<file path="src/rtl/line_tick_pkg.sv">
// Package: shared types and helpers for the line-synchronous tick generator.
// Assumes: nothing beyond IEEE 1800-2017.
package line_tick_pkg;

    // Source of the divisor loaded at the next wrap or restart.
    typedef enum logic [1:0] {
        SRC_FREE_50 = 2'd0,
        SRC_FREE_60 = 2'd1,
        SRC_LOCKED  = 2'd2
    } div_src_e;

    // Largest of three non-negative values, for width derivation.
    function automatic int max3(input int a, input int b, input int c);
        int m;
        m = (a > b) ? a : b;
        return (m > c) ? m : c;
    endfunction

endpackage

</file>
<file path="src/rtl/line_edge_sync.sv">
// Module: line_edge_sync
// Brings the asynchronous line reference into the clock domain through two
// flops and reports a one-cycle pulse on each rising edge.
// Assumes: the reference is far slower than clk.
module line_edge_sync (
    input  logic clk,
    input  logic rst_n,
    input  logic line_ref,
    output logic rise
);
    logic meta_q;
    logic sync_q;
    logic prev_q;

    // Two-stage synchronizer followed by a delay stage for edge detection.
    always_ff @(posedge clk) begin
        if (!rst_n) begin
            meta_q <= 1'b0;
            sync_q <= 1'b0;
            prev_q <= 1'b0;
        end else begin
            meta_q <= line_ref;
            sync_q <= meta_q;
            prev_q <= sync_q;
        end
    end

    assign rise = sync_q & ~prev_q;

    // a detected edge lasts exactly one cycle.
    assert_rise_single_R6: assert property (@(posedge clk) disable iff (!rst_n)
        rise |=> !rise);

endmodule

</file>
<file path="src/rtl/line_period_meter.sv">
// Module: line_period_meter
// Measures the line period as a count of MULT-cycle groups (which gives the
// period divided by MULT without a divider) and watches for a missing edge.
// Assumes: MULT >= 2; QW holds 2*max(LINE_50, LINE_60)/MULT.
module line_period_meter #(
    parameter int MULT    = 33,
    parameter int LINE_50 = 320000,
    parameter int LINE_60 = 266667,
    parameter int QW      = 15
) (
    input  logic          clk,
    input  logic          rst_n,
    input  logic          enable,
    input  logic          sel_60hz,
    input  logic          rise,
    output logic [QW-1:0] quot,
    output logic          valid,
    output logic          lost
);
    localparam int SW = (MULT > 2) ? $clog2(MULT) : 1;
    localparam int TW = $clog2(2 * ((LINE_50 > LINE_60) ? LINE_50 : LINE_60) + 1);
    localparam logic [TW-1:0] LIM_50  = TW'(2 * LINE_50);
    localparam logic [TW-1:0] LIM_60  = TW'(2 * LINE_60);
    localparam logic [SW-1:0] SUB_TOP = SW'(MULT - 1);

    logic [SW-1:0] sub_q;
    logic [QW-1:0] grp_q;
    logic [TW-1:0] elapsed_q;
    logic          seen_q;
    logic [TW-1:0] limit;

    assign limit = sel_60hz ? LIM_60 : LIM_50;

    // Count groups between edges, publish the result, time out a quiet line.
    always_ff @(posedge clk) begin
        if (!rst_n || !enable) begin
            sub_q     <= '0;
            grp_q     <= '0;
            elapsed_q <= '0;
            seen_q    <= 1'b0;
            quot      <= '0;
            valid     <= 1'b0;
            lost      <= 1'b0;
        end else if (rise) begin
            sub_q     <= SW'(1);
            grp_q     <= '0;
            elapsed_q <= '0;
            seen_q    <= 1'b1;
            lost      <= 1'b0;
            if (seen_q && !lost && grp_q >= QW'(2)) begin
                quot  <= grp_q;
                valid <= 1'b1;
            end
        end else if (!lost) begin
            elapsed_q <= elapsed_q + TW'(1);
            if (sub_q == SUB_TOP) begin
                sub_q <= '0;
                grp_q <= grp_q + QW'(1);
            end else begin
                sub_q <= sub_q + SW'(1);
            end
            if (elapsed_q >= limit - TW'(1)) begin
                lost  <= 1'b1;
                valid <= 1'b0;
            end
        end
    end

    // a lost line never leaves a locked divisor in use.
    assert_lost_no_valid_R7: assert property (@(posedge clk) disable iff (!rst_n)
        lost |-> !valid);
    // an edge during loss clears the flag on the next cycle.
    assert_lost_clears_R8: assert property (@(posedge clk) disable iff (!rst_n)
        (lost && rise && enable) |=> !lost);
    // the edge that clears loss does not yet produce a locked divisor.
    assert_relock_delay_R8: assert property (@(posedge clk) disable iff (!rst_n)
        (lost && rise) |=> !valid);
    // outside locked mode nothing is flagged or published.
    assert_idle_clear_R9: assert property (@(posedge clk) disable iff (!rst_n)
        !enable |=> (!lost && !valid));

endmodule

</file>
<file path="src/rtl/tick_divider.sv">
// Module: tick_divider
// Divides clk by a divisor sampled only at a wrap or restart, and drives a
// registered square wave and a one-cycle tick at the start of each period.
// Assumes: div_next >= 2.
module tick_divider #(
    parameter int CW = 15
) (
    input  logic          clk,
    input  logic          rst_n,
    input  logic [CW-1:0] div_next,
    input  logic          restart,
    output logic          tick_clk,
    output logic          tick_pulse
);
    logic [CW-1:0] count_q;
    logic [CW-1:0] div_q;
    logic [CW-1:0] nxt_count;
    logic [CW-1:0] nxt_div;
    logic          wrap;
    logic          load;

    // Decide whether this cycle ends a period and what the next state is.
    always_comb begin
        wrap      = (count_q >= div_q - CW'(1));
        load      = wrap || (restart && count_q != '0);
        nxt_count = load ? '0 : count_q + CW'(1);
        nxt_div   = load ? div_next : div_q;
    end

    // Advance the counter and register both outputs from the next state.
    always_ff @(posedge clk) begin
        if (!rst_n) begin
            count_q    <= '0;
            div_q      <= div_next;
            tick_clk   <= 1'b0;
            tick_pulse <= 1'b0;
        end else begin
            count_q    <= nxt_count;
            div_q      <= nxt_div;
            tick_clk   <= (nxt_count < (nxt_div >> 1));
            tick_pulse <= load;
        end
    end

    // ticks are isolated cycles.
    assert_pulse_single_R4: assert property (@(posedge clk) disable iff (!rst_n)
        tick_pulse |=> !tick_pulse);
    // a tick always falls in the high phase of the square wave.
    assert_pulse_in_high_R4: assert property (@(posedge clk) disable iff (!rst_n)
        tick_pulse |-> tick_clk);
    // the active divisor changes only where a new period begins.
    assert_div_at_wrap_R3: assert property (@(posedge clk) disable iff (!rst_n)
        !$stable(div_q) |-> tick_pulse);

endmodule

</file>
<file path="src/rtl/line_tick_gen.sv">
// Module: line_tick_gen (top)
// System heartbeat generator: free-running divider chosen by the line strap,
// or a divider slaved to the measured line period when locking is enabled.
// Assumes: line_ref is asynchronous; DIV_50/DIV_60 even and >= 2.
module line_tick_gen #(
    parameter int DIV_50  = 9600,
    parameter int DIV_60  = 8000,
    parameter int LINE_50 = 320000,
    parameter int LINE_60 = 266667,
    parameter int MULT    = 33
) (
    input  logic clk,
    input  logic rst_n,
    input  logic sel_60hz,
    input  logic lock_en,
    input  logic line_ref,
    output logic tick_clk,
    output logic tick_pulse,
    output logic lock_lost
);
    import line_tick_pkg::*;

    localparam int QMAX = 2 * ((LINE_50 > LINE_60) ? LINE_50 : LINE_60) / MULT + 1;
    localparam int CW   = $clog2(max3(DIV_50, DIV_60, QMAX) + 1);

    logic          rise;
    logic [CW-1:0] quot;
    logic          quot_valid;
    logic          lost;
    logic [CW-1:0] div_next;
    div_src_e      src;

    line_edge_sync u_sync (
        .clk      (clk),
        .rst_n    (rst_n),
        .line_ref (line_ref),
        .rise     (rise)
    );

    line_period_meter #(
        .MULT    (MULT),
        .LINE_50 (LINE_50),
        .LINE_60 (LINE_60),
        .QW      (CW)
    ) u_meter (
        .clk      (clk),
        .rst_n    (rst_n),
        .enable   (lock_en),
        .sel_60hz (sel_60hz),
        .rise     (rise),
        .quot     (quot),
        .valid    (quot_valid),
        .lost     (lost)
    );

    // Choose where the next divisor comes from and fetch it.
    always_comb begin
        if (lock_en && quot_valid) src = SRC_LOCKED;
        else if (sel_60hz)         src = SRC_FREE_60;
        else                       src = SRC_FREE_50;
        case (src)
            SRC_LOCKED:  div_next = quot;
            SRC_FREE_60: div_next = CW'(DIV_60);
            default:     div_next = CW'(DIV_50);
        endcase
    end

    tick_divider #(
        .CW (CW)
    ) u_div (
        .clk        (clk),
        .rst_n      (rst_n),
        .div_next   (div_next),
        .restart    (lock_en && rise),
        .tick_clk   (tick_clk),
        .tick_pulse (tick_pulse)
    );

    assign lock_lost = lost;

    // a locked divisor handed to the divider is always usable.
    assert_locked_div_min_R5: assert property (@(posedge clk) disable iff (!rst_n)
        (src == SRC_LOCKED) |-> (div_next >= CW'(2)));
    // reset clears every output on the following cycle.
    assert_reset_outputs_R10: assert property (@(posedge clk)
        !rst_n |=> (!tick_clk && !tick_pulse && !lock_lost));

endmodule

</file>
<file path="config.mk">
export PLATFORM = sky130hd
export DESIGN_NAME = line_tick_gen
export DESIGN_NICKNAME = d
export VERILOG_FILES = /design/src/rtl/line_tick_pkg.sv /design/src/rtl/line_edge_sync.sv /design/src/rtl/line_period_meter.sv /design/src/rtl/tick_divider.sv /design/src/rtl/line_tick_gen.sv
export SDC_FILE = /design/constraint.sdc
export NUM_CORES = 1
export LEC_CHECK = 0
export BUFFER_PORTS_ARGS = -buffer_cell sky130_fd_sc_hd__buf_2
export CAP_MARGIN = 20
export CORE_ASPECT_RATIO = 1.25
export CORE_MARGIN = 2
export CORE_UTILIZATION = 30
export CTS_BUF_LIST = sky130_fd_sc_hd__clkbuf_4 sky130_fd_sc_hd__clkbuf_8
export DETAILED_ROUTE_END_ITERATION = 8
export PLACE_DENSITY = 0.49
export SLEW_MARGIN = 10
export SYNTH_ARGS = -nofsm -noshare
export SYNTH_HDL_FRONTEND = slang
export SYNTH_HIERARCHICAL = 1
export SYNTH_SLANG_ARGS = --single-unit
export TNS_END_PERCENT = 100
</file>
<file path="constraint.sdc">
create_clock -name clk -period 6.38 [get_ports clk]
set_clock_uncertainty 0.2 [all_clocks]
set_input_delay 1.276 -clock clk [delete_from_list [all_inputs] [get_ports clk]]
set_output_delay 1.276 -clock clk [all_outputs]
set_load 0.05 [all_outputs]
</file>
==> flow_metrics.env, run 1 <==
export IMPL_status="complete, no violations"
export IMPL_drtPass1Iterations=4
export IMPL_max_slew_margin=0.500
export IMPL_fmax_ghz=0.207
export IMPL_min_period_ps=4840
export IMPL_vias=4387
export IMPL_die_x_um=126
export IMPL_grt_pass1_vias=4396
export IMPL_track_usage=0.135
export IMPL_cts_hold_buf=0
export IMPL_ios=8
export IMPL_synth_seq_cells=94
export IMPL_synth_cells=624
export IMPL_ant_nets=0
export IMPL_rows=55
export IMPL_start_kind="register"
export IMPL_dp_hpwl_um=9600
export IMPL_cp_required_ps=6510
export IMPL_clock_sinks=94
export IMPL_gp_congestion=0.807
export IMPL_slew_violations=0
export IMPL_drv_cap=0
export IMPL_clockBufferDepth=2
export IMPL_synth_cell_types=69
export IMPL_rsz0062_at_grt="no"
export IMPL_routedWlPerCell_um=15.1
export IMPL_ys_flop_type="dfxtp_1"
export IMPL_area_growth_pct=6.83
export IMPL_grt_start_max_net_pins=33
export IMPL_regToRegSetupSlack_ps=1540
export IMPL_reg2reg_depth=16
export IMPL_cts_buffers=9
export IMPL_nNetsFinal=665
export IMPL_pwr_share_clk=0.373
export IMPL_worst_setup_path_type="register to register"
export IMPL_dieArea_mm2=0.0197
export IMPL_post_cts_buffers=0
export IMPL_p_leak_nw=2.26
export IMPL_cp_max_fo=28
export IMPL_worstReg2RegEnd="u_div/tick_clk$_SDFF_PN0_"
export IMPL_final_cell_mix="dfxtp_1, nor2_1, ha_1"
export IMPL_seq_area_frac_synth=0.339
export IMPL_endpoint_kind="register"
export IMPL_whs_endpoint="u_sync/sync_q$_SDFF_PN0_"
export IMPL_yosysWarnings=6
export IMPL_finalSetupViolCount=0
export IMPL_p_int_w=0.000826
export IMPL_drive_gt1_frac=0.0902
export IMPL_hp_class="register to register"
export IMPL_final_common_cell="dfxtp_1"
export IMPL_ir_worst_vdd_uv=67.5
export IMPL_grt_pass1_wl_um=21600
export IMPL_synth_edf_count=1
export IMPL_post_route_period_util=0.759
export IMPL_vias_per_cell=5.17
export IMPL_syn_area_mm2=0.00558
export IMPL_p_switching_w=0.000289
export IMPL_synth_async_reset_ratio=0
export IMPL_cts_resized_gates=0
export IMPL_path_clk_slew_ps=100
export IMPL_cts_root_buf="clkbuf_8"
export IMPL_overflow=0
export IMPL_portBuffers=7
export IMPL_antenna_cells=0
export IMPL_cts_tree="yes"
export IMPL_power_density_mw_per_mm2=187
export IMPL_antenna_found_initial=0
export IMPL_whs_path_depth=1
export IMPL_power_frac_comb=0.082
export IMPL_hp_start="u_sync/meta_q$_SDFF_PN0_"
export IMPL_finalPower_w=0.00112
export IMPL_core_area_mm2=0.0182
export IMPL_sw_frac_of_total=0.259
export IMPL_postRouteWirelength_um=12800
export IMPL_drtIter0Drc=167
export IMPL_tightest_slew_ps=747
export IMPL_hold_violations=0
export IMPL_clock_latency_ps=380
export IMPL_pwr_share_seq=0.546
export IMPL_r2r_start="u_div/div_q[2]$_DFF_P_"
export IMPL_synth_nets=673
export IMPL_cp_arrival_ps=4970
export IMPL_tns_ps=0
export IMPL_drc_errors=0
export IMPL_start_util=0.307
export IMPL_postSynthAreaPerCell_um2=8.95
export IMPL_dieHeight_um=157
export IMPL_h_tree_depth=3
stage by stage:
stage               cell area (um^2)  utilization  std cells  setup WS (ps)  hold WS, ps
floorplan                       5580            -        624           1970          206
global placement                5770        0.318        833           1670          218
detailed placement              5770        0.318        833           1510          216
CTS                             5970        0.328        849           1490          226
global route                    5970        0.328        849           1150          244
finish                          5970        0.328        849           1540          238
flip-flops by register name, summed over array words and instances (netlist names):
name and flops:
u_sync/meta_q 1, u_meter/seen_q 1, u_meter/lost 1, u_meter/grp_q 15, u_sync/sync_q 1, u_meter/elapsed_q 20, u_div/div_q 15, u_div/tick_pulse 1
u_meter/quot 15, u_div/count_q 15, u_meter/valid 1, u_sync/prev_q 1, u_meter/sub_q 6, u_div/tick_clk 1
worst max path at each step:
stage                      startpoint                         to  slack [ps]  cells after the start
2_1_floorplan  u_div/div_q[2]$_DFF_P_  u_div/tick_clk$_SDFF_PN0_        1970                     17
3_3_place_gp   u_div/div_q[2]$_DFF_P_  u_div/tick_clk$_SDFF_PN0_        1670                     16
3_5_place_dp   u_div/div_q[2]$_DFF_P_  u_div/tick_clk$_SDFF_PN0_        1510                     16
4_1_cts        u_div/div_q[2]$_DFF_P_  u_div/tick_clk$_SDFF_PN0_        1490                     16
5_1_grt        u_div/div_q[2]$_DFF_P_  u_div/tick_clk$_SDFF_PN0_        1150                     16
6_report       u_div/div_q[2]$_DFF_P_  u_div/tick_clk$_SDFF_PN0_        1540                     16
power groups by stage:
stage                     combinational (W)  sequential (W)  clock, W
after floorplan                   0.0000714        0.000619         0
after global placement            0.0000897        0.000622         0
after detailed placement          0.0000925        0.000622         0
after CTS                         0.0000929        0.000609  0.000441
after global routing               0.000102        0.000610  0.000460
final                             0.0000911        0.000609  0.000416
critical path: stages, from the launching register on:
cell,delay (ps)
dfxtp_1,380
nor4_1,550
nand3_1,250
nor3_1,260
xnor2_1,110
ha_1,320
nand4_1,150
o41ai_2,520
a2111oi_4,120
nand2_4,330
mux2i_1,230
ha_1,260
a21o_1,160
a21o_1,170
a211o_1,300
a211oi_1,280
o2111a_1,230
synthesized netlist by cell type, drive strengths merged (14+ instances only):
master	count	area, um^2
xor2	27	236
a21oi	35	175
mux2i	19	190
xnor2	20	175
nand2	38	150
inv	15	56.3
nand3	42	248
o21ai	27	135
nor2	70	263
buf	14	92.6
dfxtp	93	1860
nand4	19	134
ha	44	551
metal layers:
metal | up-vias | GRT usage | routed length (um)
met5 | - | 0 | 0
li1 | 2251 | - | -
met1 | 2079 | 0.167 | 6040
met2 | 37 | 0.232 | 6270
met4 | 0 | 0.0576 | 281
met3 | 20 | 0.0205 | 209
layout make-up:
cell class	instances	area (um^2)
clock buffer	11	139
clock inverter	5	57.6
fill	1947	12200
inverter	15	56.3
multi-input combinational	488	3490
sequential	94	1890
tap	228	285
timing repair buffer	8	42.5
cells by family (layout without fill, tap and decap cells):
logic type / Yosys count / after routing / share of synthesized area
flip-flops: 94 / 94 / 0.339
multiplexers: 32 / 32 / 0.0677
XOR/XNOR: 47 / 47 / 0.0737
adder cells (fa/ha/maj): 44 / 44 / 0.0986
AO/OA/AOI/OAI: 103 / 103 / 0.123
buffers and inverters: 42 / 39 / 0.0356
AND/OR/NAND/NOR: 262 / 262 / 0.263
(Power assumes the default switching activity.)
==> run 2, diff against run 1 <==
ABC_AREA = 1   (was default)
PLACE_DENSITY = 0.5   (was 0.49)
clock period = 3.9 ns   (was 6.38 ns; I/O delays follow)
==> run 2 against run 1 <==
Effect of this change:
- the flow now finishes with violations (setup timing)
- global-route usage increased by 0.11 points
- non-clock buffer count increased by 14
- die area increased by 7.2%
- worst setup slack got worse by 1600 ps
- wire length increased by 1.9%
- sequential share of layout area decreased by 3.0 points
- first-iteration DRC count increased by 8.4%
- count of clock-buffer cells in the layout decreased by 2
==> flow_metrics.env, run 2 <==
export IMPL_status="finished, violations left"
export IMPL_violations="setup timing"
export IMPL_final_cell_mix="nand2_1, inv_1, dfxtp_1"
export IMPL_synth_commonest_cells="nand2_1, inv_1, dfxtp_1"
export IMPL_ir_worst_vdd_uv=131
export IMPL_tns_ps=-25.3
export IMPL_min_period_ps=3930
export IMPL_routedWlPerCell_um=11.6
export IMPL_antenna_cells=0
export IMPL_clockBufferDepth=2
export IMPL_synth_nets=888
export IMPL_hp_start="u_sync/meta_q$_SDFF_PN0_"
export IMPL_tightest_slew_ps=899
export IMPL_yosysWarnings=6
export IMPL_drc_errors=0
export IMPL_path_clk_slew_ps=100
export IMPL_hold_slack_ps=217
export IMPL_finalPower_w=0.00190
export IMPL_antenna_found_initial=0
export IMPL_die_x_um=130
export IMPL_p_leak_nw=2.85
export IMPL_drv_cap=0
export IMPL_worst_setup_path_type="register to register"
export IMPL_setup_ws_ps=-25.3
export IMPL_postRouteWirelength_um=13000
export IMPL_drtPass1Iterations=4
export IMPL_cts_buffers=9
export IMPL_postSynthAreaPerCell_um2=7.15
export IMPL_startpoint="u_div/div_q[0]$_DFFE_PP_"
export IMPL_ant_nets=0
export IMPL_endpoint_kind="register"
export IMPL_power_density_mw_per_mm2=288
export IMPL_yosysTopAreaCellShare=0.310
export IMPL_post_route_period_util=1.01
export IMPL_track_usage=0.136
export IMPL_drive_gt1_frac=0.158
export IMPL_synth_seq_cells=94
export IMPL_wl_met1_um=6210
export IMPL_max_slew_margin=0.400
export IMPL_start_util=0.307
export IMPL_hold_violations=0
export IMPL_clock_latency_ps=390
export IMPL_highest_layer="met4"
export IMPL_synth_cells=839
export IMPL_postLayoutCellArea_mm2=0.00659
export IMPL_cts_tree="yes"
export IMPL_hp_class="register to register"
export IMPL_ios=8
export IMPL_max_stage_delay_ps=400
export IMPL_cp_arrival_ps=4060
export IMPL_cp_max_fo=12
export IMPL_place_ws_ps=-138
export IMPL_crit_top_cell="nand2_1"
export IMPL_largest_register_ffs=20
export IMPL_cp_required_ps=4030
export IMPL_drtIter0Drc=181
export IMPL_synth_cell_types=41
export IMPL_syn_area_mm2=0.00600
export IMPL_grt_pass1_vias=4762
export IMPL_dieHeight_um=162
export IMPL_rows=57
export IMPL_overflow=0
export IMPL_start_kind="register"
export IMPL_wl_met3_um=192
export IMPL_fmax_ghz=0.255
export IMPL_ys_flop_type="dfxtp_1"
export IMPL_postPlaceCellArea_mm2=0.00630
export IMPL_seq_area_frac_synth=0.315
export IMPL_dp_hpwl_um=10000
export IMPL_slowest_stage="edfxtp_1"
export IMPL_yosysMostFrequentCell="nand2_1"
export IMPL_cts_root_buf="clkbuf_8"
export IMPL_core_area_mm2=0.0195
export IMPL_grt_pass1_wl_um=22800
export IMPL_largest_register="u_meter/elapsed_q"
export IMPL_finalSetupViolCount=1
export IMPL_area_growth_pct=9.86
export IMPL_synth_edf_count=1
export IMPL_wl_met2_um=6340
export IMPL_h_tree_depth=3
export IMPL_r2r_start="u_div/div_q[0]$_DFFE_PP_"
export IMPL_slew_violations=0
export IMPL_grt_start_max_net_pins=34
export IMPL_gp_congestion=0.809
export IMPL_vias_per_cell=4.42
export IMPL_vias=4958
export IMPL_yosysTopAreaCell="dfxtp_1"
export IMPL_dieArea_mm2=0.0212
export IMPL_final_common_cell="nand2_1"
export IMPL_synthTopCellsByArea="dfxtp_1, nand2_1, ha_1"
export IMPL_nNetsFinal=900
export IMPL_synth_async_reset_ratio=0
export IMPL_portBuffers=7
export IMPL_rsz0062_at_grt="yes"
export IMPL_clock_sinks=94
==> run 2: cell types whose count changed after synthesis, sizes merged, moves of 13 or more <==
cell	previous run	this run
nand2	38	202
inv	15	126
nor2	70	107
a21oi	35	56
mux2i	19	0
o21ai	27	42
xnor2	20	5
nand3	42	56
nor3	11	25
mux2	13	0
==> run 2: worst paths after layout <==
check	slack, ps	cells after the start	to
worst max-delay path	-30	27	u_div/tick_clk$_SDFF_PN0_
worst min-delay path	220	2	u_sync/sync_q$_SDFF_PN0_
worst max register to register	-30	27	u_div/tick_clk$_SDFF_PN0_
worst min register to register	220	2	u_sync/sync_q$_SDFF_PN0_
==> run 2: what timing repair did <==
item,in CTS,in global routing
setup endpoints to repair,1,2
gates cloned,0,0
pin swaps,0,5
hold buffers,0,0
setup buffers,0,3
resized for setup,2,15
==> run 2: critical path: cells and delay by family, from the launching register on <==
| kind | cells | cell delay [ps] |
|---|---|---|
| AO/OA/AOI/OAI | 5 | 660 |
| XOR/XNOR | 1 | 160 |
| buffers and inverters | 5 | 500 |
| AND/OR/NAND/NOR | 14 | 1360 |
| adder cells (fa/ha/maj) | 2 | 580 |
| flip-flops | 1 | 400 |
==> run 2: logic make-up (layout without fill, tap and decap cells) <==
family                   Yosys count  in the layout  synth area share
AND/OR/NAND/NOR                  410            410             0.328
buffers and inverters            147            164             0.107
AO/OA/AOI/OAI                    108            108             0.105
flip-flops                        94             94             0.315
adder cells (fa/ha/maj)           44             44            0.0918
XOR/XNOR                          36             36            0.0526
==> run 2: per-stage QoR <==
| step | utilization | cells |
|---|---|---|
| finish | 0.337 | 1121 |
| detailed placement | 0.322 | 1102 |
| global route | 0.337 | 1121 |
| floorplan | - | 839 |
| global placement | 0.322 | 1102 |
| CTS | 0.333 | 1118 |
==> run 2: power breakdown <==
part	total [W]	switching, W	leakage, nW	internal [W]
Clock	0.000707	0.000403	0.0972	0.000304
Combinational	0.000203	0.000130	1.99	0.0000737
Sequential	0.000990	0.0000138	0.764	0.000976
==> run 2: per-layer routing <==
| metal | vias to the layer above | global-route usage |
|---|---|---|
| met5 | - | 0 |
| met1 | 2223 | 0.170 |
| met3 | 14 | 0.0194 |
| met2 | 30 | 0.229 |
| met4 | 0 | 0.0609 |
| li1 | 2691 | - |
==> run 2: layout make-up <==
class | instances | area (um^2)
Fill cell | 2187 | 12900
Multi-Input combinational cell | 598 | 3520
Sequential cell | 94 | 1890
Inverter | 126 | 475
Tap cell | 265 | 332
Timing Repair Buffer | 22 | 171
Clock buffer | 9 | 124
Clock inverter | 7 | 77.6
==> run 3, diff against run 2 <==
CORE_MARGIN = default   (was 2)
==> run 3 against run 2 <==
Effect of this change:
- the run still ends with setup timing left
- wire length decreased by 0.50%
- register-to-register slack got worse by 30 ps
- sequential share of layout area decreased by 0.38 points
- first-iteration DRC count decreased by 14%
- combinational power increased by 2%
- critical path type unchanged
- critical endpoint unchanged
==> flow_metrics.env, run 3 (synthesis gave the netlist of run 2 again) <==
export IMPL_tightest_slew_ps=850
export IMPL_rsz0062_at_grt="yes"
export IMPL_nNetsFinal=906
export IMPL_cp_required_ps=4030
export IMPL_h_tree_depth=3
export IMPL_grt_pass1_wl_um=21900
export IMPL_r2r_start="u_div/div_q[0]$_DFFE_PP_"
export IMPL_ios=8
export IMPL_pwr_share_seq=0.522
export IMPL_finalSetupViolCount=1
export IMPL_ant_nets=0
export IMPL_area_growth_pct=11.3
export IMPL_antenna_cells=0
export IMPL_final_common_cell="nand2_1"
export IMPL_die_x_um=128
export IMPL_routedWlPerCell_um=11.5
export IMPL_drtIter0Drc=156
export IMPL_instances_no_fill=1127
export IMPL_portBuffers=7
export IMPL_endpoint_kind="register"
export IMPL_track_usage=0.134
export IMPL_p_int_w=0.00137
export IMPL_grt_start_max_net_pins=34
export IMPL_core_area_mm2=0.0195
export IMPL_max_stage_delay_ps=390
export IMPL_dp_cells=1107
export IMPL_grt_pass1_vias=4625
export IMPL_hold_slack_ps=214
export IMPL_min_period_ps=3960
export IMPL_power_frac_comb=0.109
export IMPL_drv_cap=0
export IMPL_post_route_period_util=1.01
export IMPL_largest_register="u_meter/elapsed_q"
export IMPL_cp_max_fo=12
export IMPL_fmax_ghz=0.253
export IMPL_drtPass1Iterations=5
export IMPL_drc_errors=0
export IMPL_clock_sinks=94
export IMPL_worst_setup_path_type="register to register"
export IMPL_cp_arrival_ps=4090
export IMPL_finalPower_w=0.00190
export IMPL_sw_frac_of_total=0.277
export IMPL_status="finished, violations left"
export IMPL_largest_register_ffs=20
export IMPL_dp_hpwl_um=9950
export IMPL_vias=4940
export IMPL_drive_gt1_frac=0.168
export IMPL_tns_ps=-56.7
export IMPL_clock_latency_ps=390
export IMPL_dieArea_mm2=0.0206
export IMPL_slew_violations=0
export IMPL_path_clk_slew_ps=100
export IMPL_hp_start="u_sync/meta_q$_SDFF_PN0_"
export IMPL_overflow=0
export IMPL_final_cell_mix="nand2_1, inv_1, dfxtp_1"
export IMPL_p_leak_nw=2.89
export IMPL_rows=57
export IMPL_dieHeight_um=160
export IMPL_cts_root_buf="clkbuf_8"
export IMPL_slowest_stage="edfxtp_1"
export IMPL_cts_buffers=9
export IMPL_gp_congestion=0.812
export IMPL_hp_class="register to register"
export IMPL_start_util=0.307
export IMPL_p_switching_w=0.000526
export IMPL_ir_worst_vdd_uv=142
export IMPL_cts_tree="yes"
export IMPL_clockBufferDepth=2
export IMPL_power_density_mw_per_mm2=284
export IMPL_startpoint="u_div/div_q[0]$_DFFE_PP_"
export IMPL_pwr_share_clk=0.369
export IMPL_antenna_found_initial=0
export IMPL_postRouteWirelength_um=13000
export IMPL_vias_per_cell=4.38
export IMPL_violations="setup timing"
export IMPL_setup_ws_ps=-56.7
export IMPL_max_slew_margin=0.433
export IMPL_hold_violations=0
export IMPL_start_kind="register"
## run 3: cell count changes in the layout (fill, tap and decap cells not counted), moves of 2 or more
cell | previous run | this run
nor3_4 | 2 | 4
o21ai_1 | 5 | 7
buf_4 | 12 | 18
nand3_1 | 49 | 47
nor2_4 | 6 | 4
inv_6 | 3 | 1
nor2_2 | 10 | 13
o21ai_0 | 22 | 20
## run 3: path summary, 6_finish.rpt
path	cells after the start	slack (ps)	endpoint
max reg2reg	26	-60	u_div/tick_clk$_SDFF_PN0_
min	2	210	u_sync/sync_q$_SDFF_PN0_
max	26	-60	u_div/tick_clk$_SDFF_PN0_
min reg2reg	2	210	u_sync/sync_q$_SDFF_PN0_
## run 3: timing repair
action,4_1_cts,5_1_grt
pin swaps,5,10
hold buffers,0,0
setup buffers,2,2
gates resized for setup,11,14
setup endpoints to repair,1,11
gates cloned,0,0
## run 3: per-layer routing
metal,routed length [um],track usage,share of wire
met1,6160,0.161,0.47
met3,202,0.0245,0.016
met2,6420,0.234,0.49
met4,197,0.0524,0.015
met5,0,0,0
## run 3: critical path: cells and delay by family (launching register included)
kind	cells	cell delay, ps
simple gates	11	1320
compound gates	6	720
fa+ha+maj	3	670
buf+inv	5	450
flops	1	390
xor+xnor	1	170
## run 3: through the flow
| stage | util | setup WS (ps) | instance area [um^2] |
|---|---|---|---|
| 6_report | 0.342 | -56.7 | 6680 |
| 4_1_cts | 0.338 | -39.4 | 6610 |
| 2_1_floorplan | - | 96.6 | 6000 |
| 5_1_grt | 0.342 | -412 | 6680 |
| 3_3_place_gp | 0.324 | -91.2 | 6340 |
| 3_5_place_dp | 0.324 | -117 | 6340 |
## run 3: layout make-up
cell class | instances | area [um^2]
repair buffers | 28 | 216
fillers | 2160 | 12900
well taps | 265 | 332
flip-flops and latches | 94 | 1890
inverters | 126 | 475
multi-input cells | 598 | 3560
clock inverters | 6 | 68.8
clock buffers | 10 | 138
## run 3: power groups by stage
stage / clock network, W / registers [W] / logic, W
after detailed placement: 0 / 0.00101 / 0.000199
final: 0.000700 / 0.000991 / 0.000208
after CTS: 0.000736 / 0.000990 / 0.000206
after floorplan: 0 / 0.00101 / 0.000150
after global placement: 0 / 0.00101 / 0.000199
after global routing: 0.000768 / 0.000993 / 0.000239
